--- src/rtl/btn_lock_pkg.sv ---
package btn_lock_pkg;
  typedef enum logic [3:0] {
    ST_IDLE,
    ST_PRG_WAIT,
    ST_PRG_CAPT,
    ST_PRG_REL,
    ST_ENT_WAIT,
    ST_ENT_REL,
    ST_OPEN_HOLD,
    ST_OPEN,
    ST_RELOCK_REL
  } state_e;
endpackage

--- src/rtl/btn_lock_digit_store.sv ---
module btn_lock_digit_store #(
  parameter int NUM_BTN    = 4,
  parameter int NUM_DIGITS = 4
) (
  input  logic                              clk_i,
  input  logic                              rst_ni,
  input  logic [NUM_DIGITS-1:0]             load_i,
  input  logic [NUM_BTN-1:0]                btn_i,
  output logic [NUM_DIGITS-1:0][NUM_BTN-1:0] digits_o
);
  for (genvar g = 0; g < NUM_DIGITS; g++) begin : g_digit
    always_ff @(posedge clk_i or negedge rst_ni) begin
      if (!rst_ni)        digits_o[g] <= '0;
      else if (load_i[g]) digits_o[g] <= btn_i;
    end
  end
endmodule

--- src/rtl/btn_lock_match.sv ---
module btn_lock_match #(
  parameter int NUM_BTN    = 4,
  parameter int NUM_DIGITS = 4,
  localparam int IDX_W     = (NUM_DIGITS > 1) ? $clog2(NUM_DIGITS) : 1
) (
  input  logic [NUM_BTN-1:0]                 btn_i,
  input  logic [NUM_DIGITS-1:0][NUM_BTN-1:0] digits_i,
  input  logic [IDX_W-1:0]                   idx_i,
  output logic                               any_o,
  output logic                               hit_o,
  output logic                               first_hit_o
);
  logic single;

  always_comb begin
    any_o       = |btn_i;
    single      = $onehot(btn_i);
    // multi-button presses never match
    hit_o       = single && (btn_i == digits_i[idx_i]);
    first_hit_o = single && (btn_i == digits_i[0]);
  end
endmodule

--- src/rtl/btn_lock_ctrl.sv ---
module btn_lock_ctrl #(
  parameter int NUM_DIGITS = 4,
  localparam int IDX_W     = (NUM_DIGITS > 1) ? $clog2(NUM_DIGITS) : 1
) (
  input  logic                      clk_i,
  input  logic                      rst_ni,
  input  logic                      mode_i,
  input  logic                      any_i,
  input  logic                      hit_i,
  input  logic                      first_hit_i,
  output btn_lock_pkg::state_e      state_o,
  output logic [IDX_W-1:0]          idx_o,
  output logic [NUM_DIGITS-1:0]     load_o,
  output logic [NUM_DIGITS-1:0]     seq_o,
  output logic                      locked_o,
  output logic                      unlocked_o
);
  import btn_lock_pkg::*;

  localparam logic [IDX_W-1:0] LAST_IDX  = IDX_W'(NUM_DIGITS - 1);
  localparam logic [IDX_W-1:0] AFTER_1ST = (NUM_DIGITS > 1) ? IDX_W'(1) : '0;

  state_e           st_q, st_d;
  logic [IDX_W-1:0] idx_q, idx_d;
  logic             in_prog;

  always_ff @(posedge clk_i or negedge rst_ni) begin
    if (!rst_ni) begin
      st_q  <= ST_IDLE;
      idx_q <= '0;
    end else begin
      st_q  <= st_d;
      idx_q <= idx_d;
    end
  end

  always_comb begin
    st_d  = st_q;
    idx_d = idx_q;
    unique case (st_q)
      ST_IDLE: begin
        idx_d = '0;
        st_d  = mode_i ? ST_PRG_WAIT : ST_ENT_WAIT;
      end
      ST_PRG_WAIT: if (any_i) st_d = ST_PRG_CAPT;
      ST_PRG_CAPT: st_d = ST_PRG_REL;
      ST_PRG_REL: if (!any_i) begin
        if (idx_q == LAST_IDX) begin
          st_d  = ST_IDLE;
          idx_d = '0;
        end else begin
          st_d  = ST_PRG_WAIT;
          idx_d = idx_q + 1'b1;
        end
      end
      ST_ENT_WAIT: begin
        if (mode_i) begin
          st_d  = ST_IDLE;
          idx_d = '0;
        end else if (any_i) begin
          if (hit_i && idx_q == LAST_IDX) begin
            st_d  = ST_OPEN_HOLD;
            idx_d = '0;
          end else if (hit_i) begin
            st_d  = ST_ENT_REL;
            idx_d = idx_q + 1'b1;
          end else if (first_hit_i) begin
            st_d  = ST_ENT_REL;
            idx_d = AFTER_1ST;
          end else begin
            st_d  = ST_ENT_REL;
            idx_d = '0;
          end
        end
      end
      ST_ENT_REL:    if (!any_i) st_d = ST_ENT_WAIT;
      ST_OPEN_HOLD:  if (!any_i) st_d = ST_OPEN;
      ST_OPEN:       if (any_i)  st_d = ST_RELOCK_REL;
      ST_RELOCK_REL: if (!any_i) st_d = ST_IDLE;
      default: begin
        st_d  = ST_IDLE;
        idx_d = '0;
      end
    endcase
  end

  assign in_prog = (st_q == ST_PRG_WAIT) || (st_q == ST_PRG_CAPT) ||
                   (st_q == ST_PRG_REL);

  for (genvar g = 0; g < NUM_DIGITS; g++) begin : g_dec
    assign load_o[g] = (st_q == ST_PRG_CAPT) && (idx_q == IDX_W'(g));
    assign seq_o[g]  = in_prog && (idx_q == IDX_W'(g));
  end

  assign unlocked_o = (st_q == ST_OPEN_HOLD) || (st_q == ST_OPEN);
  assign locked_o   = !unlocked_o;
  assign state_o    = st_q;
  assign idx_o      = idx_q;
endmodule

--- src/rtl/btn_lock.sv ---
module btn_lock #(
  parameter int NUM_BTN    = 4,
  parameter int NUM_DIGITS = 4
) (
  input  logic                  clk_i,
  input  logic                  rst_ni,
  input  logic [NUM_BTN-1:0]    btn_i,
  input  logic                  mode_i,
  output logic                  locked_o,
  output logic                  unlocked_o,
  output logic [NUM_DIGITS-1:0] seq_o
);
  localparam int IDX_W = (NUM_DIGITS > 1) ? $clog2(NUM_DIGITS) : 1;

  btn_lock_pkg::state_e               st;
  logic [IDX_W-1:0]                   idx;
  logic [NUM_DIGITS-1:0]              load;
  logic [NUM_DIGITS-1:0][NUM_BTN-1:0] digits;
  logic                               any, hit, first_hit;

  btn_lock_digit_store #(.NUM_BTN(NUM_BTN), .NUM_DIGITS(NUM_DIGITS)) u_store (
    .clk_i    (clk_i),
    .rst_ni   (rst_ni),
    .load_i   (load),
    .btn_i    (btn_i),
    .digits_o (digits)
  );

  btn_lock_match #(.NUM_BTN(NUM_BTN), .NUM_DIGITS(NUM_DIGITS)) u_match (
    .btn_i       (btn_i),
    .digits_i    (digits),
    .idx_i       (idx),
    .any_o       (any),
    .hit_o       (hit),
    .first_hit_o (first_hit)
  );

  btn_lock_ctrl #(.NUM_DIGITS(NUM_DIGITS)) u_ctrl (
    .clk_i       (clk_i),
    .rst_ni      (rst_ni),
    .mode_i      (mode_i),
    .any_i       (any),
    .hit_i       (hit),
    .first_hit_i (first_hit),
    .state_o     (st),
    .idx_o       (idx),
    .load_o      (load),
    .seq_o       (seq_o),
    .locked_o    (locked_o),
    .unlocked_o  (unlocked_o)
  );
endmodule

--- config.mk ---
export PLATFORM = sky130hd
export DESIGN_NAME = btn_lock
export DESIGN_NICKNAME = d
export VERILOG_FILES = /design/src/rtl/btn_lock_pkg.sv /design/src/rtl/btn_lock_digit_store.sv /design/src/rtl/btn_lock_match.sv /design/src/rtl/btn_lock_ctrl.sv /design/src/rtl/btn_lock.sv
export SDC_FILE = /design/constraint.sdc
export NUM_CORES = 1
export LEC_CHECK = 0
export ABC_AREA = 1
export BUFFER_PORTS_ARGS = -buffer_cell sky130_fd_sc_hd__clkbuf_2
export CAP_MARGIN = 20
export CORE_MARGIN = 8
export CORE_UTILIZATION = 40
export DETAILED_ROUTE_END_ITERATION = 10
export PLACE_DENSITY = 0.68
export SYNTH_ARGS = -nofsm -noshare
export SYNTH_HDL_FRONTEND = slang
export SYNTH_SLANG_ARGS = --single-unit
--- constraint.sdc ---
create_clock -name clk_i -period 3.4 [get_ports clk_i]
set_input_delay 0.51 -clock clk_i [delete_from_list [all_inputs] [get_ports clk_i]]
set_output_delay 0.51 -clock clk_i [all_outputs]
set_load 0.01 [all_outputs]
### Word-level counts from Yosys, hierarchy flattened

Index checks and enable logic that the tools add are counted.

* flip-flop bits (word level): 22
* input bits: 7
* output and inout bits: 6

* $add $sub $neg: 4
* $lt $le $gt $ge: 1
* eq/ne operators: 21
* mux-type cells: 22
* bitwise logic cells: 1
* reduce and logical (&&, ||, !) cells: 21

Operators by type and width (count)
* 4-bit two-way mux: 9
* 4-bit one-hot mux with 9 select lines: 1
* 4-bit by 3-bit equality test with 1-bit output, second input constant: 4
* 2-bit two-way mux: 7
* 1-bit logical AND: 11
* 4-bit binary-select mux with 2-bit select: 1
* 4-bit by 2-bit equality test with 1-bit output, second input constant: 2
* 4-bit equality test: 2
* 2-bit != test, second input constant: 4
* 7-bit AND reduction: 1
* 2-bit one-hot mux with 3 select lines: 1
* 6-bit OR reduction: 1
* 1-bit by 1-bit adder with 2-bit output: 2
* 2-bit equality test, second input constant: 2
* 4-bit by 1-bit equality test with 1-bit output, second input constant: 1
* 4-bit equality test, second input constant: 1
* 4-bit logical NOT: 1
* 2-bit by 1-bit != test with 1-bit output, second input constant: 2
* 4-bit OR reduction: 1
* 3-bit adder: 1
* 3-bit by 1-bit equality test with 1-bit output, second input constant: 1
* 1-bit logical OR: 3
* 2-bit by 3-bit less-than comparator with 1-bit output, second input constant: 1
* 3-bit two-way mux: 1
* other kinds (8): 9

### Logic depth before layout (Yosys ltp)

Gate-level depths: netlist of the first run.

* word-level depth: 10
* depth in mapped cells: 16
* gate-level depth less buffers: 16

### Cells and area by module

A second synthesis of the first run with hierarchy kept.

* cell total of the unflattened synthesis: 244
* area total of the unflattened synthesis: 1606.5 µm²

Modules (own cells, without submodules)
* btn_lock_ctrl: times used 1, cells an instance 112, area each 660.6 µm²
* btn_lock_digit_store: times used 1, cells an instance 68, area each 595.6 µm²
* btn_lock_match: times used 1, cells an instance 64, area each 350.3 µm²

### Least setup slack after synthesis of the first run

OpenSTA, ideal clock, no wires.

* path kind: input-to-reg
* start: input port btn_i[3]
* end: register u_ctrl.idx_q[0] (netlist: u_ctrl.idx_o[0])
* library setup time: 116 ps
* arrival time: 2244 ps
* required time: 3284 ps
* path slack: 1039 ps
* stages on the path: 16
* cell sequence: inv_1 > ha_1 > ha_1 > fa_1 > nor2_1 > nand2_1 > inv_1 > nand2_1 > nor2_2 > nand3_2 > nor2_2 > nor2_1 > nand2_1 > nand2_1 > nand2_1 > nand2_1

* cells in the longest elaborated chain, start to end: 10
* elaborated cells on any way between the ends: 18
* classes of those cells: add/sub (2); eq/ne (5); mux (6); reduce/logical (5)

Ends and longest elaborated chain
* from (decl): RTL line btn_lock.sv:7 `input logic [NUM_BTN-1:0] btn_i,`
* 1-bit by 1-bit adder with 2-bit output (implied by the code): RTL line btn_lock_match.sv:17 `single = $onehot(btn_i);`
* 3-bit adder (implied by the code): RTL line btn_lock_match.sv:17
* 3-bit by 1-bit equality test with 1-bit output: RTL line btn_lock_match.sv:17
* 1-bit logical AND: RTL line btn_lock_match.sv:20 `first_hit_o = single && (btn_i == digits_i[0]);`
* 1-bit two-way mux: RTL line btn_lock_ctrl.sv:67 `end else if (first_hit_i) begin`
* 2-bit two-way mux: RTL line btn_lock_ctrl.sv:64 `end else if (hit_i) begin`
* 2-bit two-way mux: RTL line btn_lock_ctrl.sv:61 `if (hit_i && idx_q == LAST_IDX) begin`
* 2-bit two-way mux: RTL line btn_lock_ctrl.sv:60 `end else if (any_i) begin`
* 2-bit two-way mux: RTL line btn_lock_ctrl.sv:57 `if (mode_i) begin`
* 2-bit one-hot mux with 3 select lines: RTL line btn_lock_ctrl.sv:40 `unique case (st_q)`
* to (signal assigned): RTL line btn_lock_ctrl.sv:33 `idx_q <= idx_d;`
* to (decl): RTL line btn_lock_ctrl.sv:24 `logic [IDX_W-1:0] idx_q, idx_d;`

Parallel ways exist; a longest one is shown, timed or not. The select of a mux whose other input is x is not followed.
A chain may end at the register's enable or synchronous reset.

### Worst setup path after layout of the first run

* start: input port btn_i[1]
* end: register u_ctrl.idx_q[0] (netlist: u_ctrl.idx_o[0])

Same word-level chain as after synthesis.

==> results of run 1 <==
## cell type report
cell class	count	area, um2	area share
Clock buffer	3	41.3	0.0248
Clock inverter	1	30.0	0.0180
Inverter	25	96.3	0.0579
Multi-Input combinational cell	159	827	0.497
Sequential cell	22	551	0.331
Tap cell	48	60.1	0.0361
Timing Repair Buffer	12	60.1	0.0361
## worst register-to-register path: cells and delay by family (launching register included)
| family | cells | cell delay (ps) |
|---|---|---|
| DFF | 1 | 650 |
| buffers and inverters | 1 | 170 |
| and+or+nand+nor | 12 | 950 |
## power breakdown
part,internal [mW],leakage (nW),total (mW),switching [mW]
logic,0.227,0.620,0.625,0.397
registers,0.335,0.240,0.422,0.0865
clock network,0.157,0.0357,0.252,0.0950
total,0.720,0.896,1.30,0.579
## cell families after synthesis
| group | Yosys count | share of synthesized area |
|---|---|---|
| xor+xnor | 4 | 0.0284 |
| simple gates | 117 | 0.336 |
| compound gates | 28 | 0.0984 |
| flops | 22 | 0.367 |
| fa+ha+maj | 10 | 0.0884 |
| buf+inv | 27 | 0.0817 |
## flip-flops by register name, summed over array words and instances (netlist names)
register and count:
u_ctrl.idx_o 2, u_ctrl.state_o 4, u_store.digits_o 16
## cell usage in the layout, fill, tap and decap left out, types with 2 or more instances in the layout
cell type / instances
clkbuf_2: 12
clkbuf_8: 3
dfrtp_1: 22
ha_1: 9
inv_1: 18
inv_2: 6
nand2_1: 65
nand2_2: 6
nand3_1: 16
nand4_1: 2
nor2_1: 19
nor2_2: 3
o21ai_0: 2
o21ai_1: 22
xor2_1: 2
## through the flow
step                hold slack [ps]  utilization  worst slack [ps]
finish                          215        0.458               990
global route                    271        0.458               781
CTS                             240        0.458               977
detailed placement              479        0.439               712
global placement                473        0.439               765
floorplan                       214            -              1040
## final timing paths
| check | startpoint | endpoint | depth (start not counted) |
|---|---|---|---|
| min reg2reg | u_store.digits_o[12] | u_store.digits_o[12] | 2 |
| min in group clk_i | u_store.digits_o[12] | u_store.digits_o[12] | 2 |
| min | rst_ni | u_store.digits_o[3] | 1 |
| max reg2reg | u_ctrl.idx_o[0] | u_ctrl.idx_o[0] | 13 |
| max | btn_i[1] | u_ctrl.idx_o[0] | 17 |
| max in group asynchronous | rst_ni | u_store.digits_o[11] | 1 |
## layer usage
metal,GRT usage,part of all wire
met1,0.158,0.48
met3,0.0280,0.059
met5,0,0
met2,0.188,0.45
met4,0.0302,0.0085
==> impl_metrics.ini, run 1 <==
[status]
status = finished clean

[worst_setup_path]
cpMostUsedCell = nand2_1
critPathTopFamily = adder cells
crit_type = primary input to register
critPathMaxFanout = 5
critPathBufInv = 3
cp.required_ps = 3560
rrSetupSlack_ps = 1520
cp_slowest_cell = fa_1
slowest_delay_ps = 430
crit_chain = clkbuf_2 -> inv_1 -> ha_1 -> ha_1 -> fa_1 -> nor2_1 -> nand2_1 -> inv_1 -> nand2_1 -> nor2_2 -> nand3_2 -> nor2_2 -> nor2_1 -> nand2_1 -> nand2_1 -> nand2_1 -> nand2_1
cp-end-kind = register
arrival_ps = 2570
worstSetupStartpointType = primary input

[placement]
hpwlAfterDp_um = 2600
place_congestion = 0.845
placed_area_mm2 = 0.00159
portBuffers = 12
dp.cells = 266

[layout]
synthToLayoutAreaGrowth_pct = 11.0
fillers = 383
nets = 240
diodes = 0
final_cell_count_no_fill = 270
final_area_mm2 = 0.00167
drive_gt1_frac = 0.153

[floorplan]
fp-row-count = 22
ios = 13
core_mm2 = 0.00363
die_x_um = 77.2
start_util = 0.413
die_h_um = 77.2
die_area_mm2 = 0.00597

[logic_synthesis]
yosys.area.top_type_share = 0.367
synthArstFlopShare = 1.00
synthCells = 208
yosysWarnings = 0
syn_nets = 225
synth-seq-cells = 22
synth_cell_types = 29
yosys-top-cells-area = dfrtp_1 37%, nand2_1 16%, ha_1 7.5%
synth_commonest_cells = 65 x nand2_1, 22 x dfrtp_1, 22 x o21ai_1, 19 x nor2_1, 18 x inv_1
syn-cell-area_mm2 = 0.00150
synthFlopType = dfrtp_1
synth_edf_count = 0
yosysMostFrequentCell = nand2_1
yosysSeqAreaShare = 0.367
yosysTopAreaCell = dfrtp_1
post_synth.cell_area_avg_um2 = 7.21

[cts]
clk_path_buf_depth = 2
cts_tree = built
cts-resized-gates = 0
post_cts_buffers = 0
cts_buffers = 3
htree_levels = 1
cts.sinks = 22
cts_hold_buf = 0
clk_latency_ps = 270
path_clk_slew_ps = 90
cts_root_buf = clkbuf_8

[timing]
period_share = 0.709
hold_viol_final = 0
worst_pin_slew_ps = 574
drv_slew = 0
skew_ps = 9.35
rsz0062_at_grt = no
fin_setup_tns_ps = 0
slew_headroom = 0.618
fin_crit_ps = 2410
final-setup-viol-count = 0
fmax_mhz = 415

[min_path]
hold_path_class = primary input to async pin

[power_and_ir_drop]
p_leak_nw = 0.896
p_per_area_mw_per_mm2 = 780
power.total_mw = 1.30
ir_drop_mv = 0.362

[routing]
firstDrtPassIters = 4
finalWirelength_um = 3420
drc = 0
vias_per_cell = 4.90
vias = 1323
drt-initial-drc-count = 97
routedWlPerCell_um = 12.7
ant_nets = 0

[global_route]
overflow = 0
grt_max_degree = 23
track_usage = 0.119
grt_pass1_vias = 1274
grt_pass1_wl_um = 5930
antenna_found_initial = 0

[job]
maxCapViolations = 0
(Power assumes the default switching activity.)
==> run 2: changes to the inputs <==
clock period = 2.4 ns   (was 3.4 ns; I/O delays follow)
==> run 2 against run 1 <==
Sequential share of layout area is 1.0 points lower. Total power is 41% higher. Register-to-register slack worse by 940 ps. Hold slack worse by 140 ps. Critical endpoint unchanged. Cell count is 2.6% higher. Highest routed layer unchanged. Critical path type unchanged. Worst setup slack worse by 720 ps. Largest cell class unchanged. Clock skew is 6.9 ps lower.
==> impl_metrics.ini, run 2 (synthesized netlist as in run 1, its figures left out) <==
[timing]
skew_ps = 2.45
worst_pin_slew_ps = 577
period_share = 0.887
fin_setup_tns_ps = 0
drv_slew = 0
rsz0062_at_grt = no
final-setup-viol-count = 0
slew_headroom = 0.615
fmax_mhz = 470
fin_crit_ps = 2130
hold_viol_final = 0

[cts]
cts-resized-gates = 0
cts_buffers = 3
cts_hold_buf = 0
cts_tree = built
clk_path_buf_depth = 2
post_cts_buffers = 0
cts_root_buf = clkbuf_8
path_clk_slew_ps = 90
clk_latency_ps = 270
cts.sinks = 22
htree_levels = 1

[worst_setup_path]
arrival_ps = 2290
crit_type = primary input to register
crit_chain = clkbuf_2 -> inv_2 -> ha_1 -> ha_1 -> fa_1 -> nor2_1 -> nand2_1 -> inv_1 -> nand2_1 -> nor2_2 -> nand3_2 -> nor2_2 -> nor2_1 -> nand2_1 -> nand2_1 -> nand2_1 -> nand2_1
cp.required_ps = 2570
slowest_delay_ps = 450
cpMostUsedCell = nand2_1
cp_slowest_cell = fa_1
worstSetupStartpointType = primary input
critPathMaxFanout = 3
cp-end-kind = register

[layout]
synthToLayoutAreaGrowth_pct = 14.5
final_cell_mix = 65 x nand2_1, 22 x o21ai_1, 22 x dfrtp_1
fillers = 394
drive_gt1_frac = 0.179
largest_reg_flops = 16
top_register = u_store.digits_o
final_cell_count_no_fill = 277
diodes = 0
nets = 247
final_common_cell = nand2_1

[power_and_ir_drop]
p_leak_nw = 0.930
ir_drop_mv = 0.473
power.total_mw = 1.83
p_per_area_mw_per_mm2 = 1070

[floorplan]
die_h_um = 77.2
ios = 13
core_mm2 = 0.00363
die_area_mm2 = 0.00597
fp-row-count = 22
start_util = 0.413
die_x_um = 77.2

[routing]
firstDrtPassIters = 4
drt-initial-drc-count = 50
drc = 0
vias = 1363
routedWlPerCell_um = 12.1
vias_per_cell = 4.92
finalWirelength_um = 3340
ant_nets = 0

[placement]
place_congestion = 0.820
hpwlAfterDp_um = 2580
dp.cells = 273
portBuffers = 12

[global_route]
overflow = 0
grt_pass1_vias = 1353
grt_max_degree = 23
antenna_found_initial = 0
track_usage = 0.121
grt_pass1_wl_um = 6130

[min_path]
hold_path_class = primary input to async pin

[status]
status = finished clean

[job]
maxCapViolations = 0
[run 2: layout make-up]
type,count,area [um2],area share
Inverter,25,96.3,0.0561
Sequential cell,22,551,0.320
Multi-Input combinational cell,159,827,0.481
Tap cell,48,60.1,0.0350
Clock inverter,1,30.0,0.0175
Timing Repair Buffer,19,113,0.0655
Clock buffer,3,41.3,0.0240
[run 2: path summary, 6_finish.rpt]
kind	startpoint	to	slack, ps	depth (start not counted)
min reg2reg	u_store.digits_o[5]	u_store.digits_o[5]	500	2
max in group asynchronous	rst_ni	u_store.digits_o[10]	1950	1
max	btn_i[2]	u_ctrl.idx_o[0]	270	17
min in group clk_i	btn_i[2]	u_store.digits_o[2]	480	4
max reg2reg	u_ctrl.idx_o[0]	u_ctrl.idx_o[0]	580	13
min	rst_ni	u_ctrl.state_o[1]	70	1
[run 2: power by group]
part | internal, mW | leakage, nW | switching [mW] | total [mW]
combinational | 0.329 | 0.654 | 0.558 | 0.887
clock | 0.223 | 0.0357 | 0.131 | 0.354
sequential | 0.475 | 0.240 | 0.117 | 0.592
total | 1.03 | 0.930 | 0.805 | 1.83
[run 2: worst max-delay path, delay by kind of cell]
family                     cells  cell delay (ps)
and+or+nand+nor               11              810
adders and majority gates      3              950
buffers and inverters          3              180
[run 2: metal layers]
layer  global-route usage  wire length (um)  up-vias
met5                    0                 0        -
met4               0.0340                29        0
met3               0.0256               151        4
met2                0.201              1540       22
met1                0.154              1620      627
li1                     -                 -      710
[run 2: metrics by stage]
stage	setup slack, ps	hold WS, ps	util	instance area (um2)
global route	48.3	116	0.473	1720
CTS	260	89.9	0.473	1720
global placement	65.1	387	0.453	1650
detailed placement	33.4	383	0.453	1650
floorplan	189	64.4	-	1500
finish	270	70.6	0.473	1720
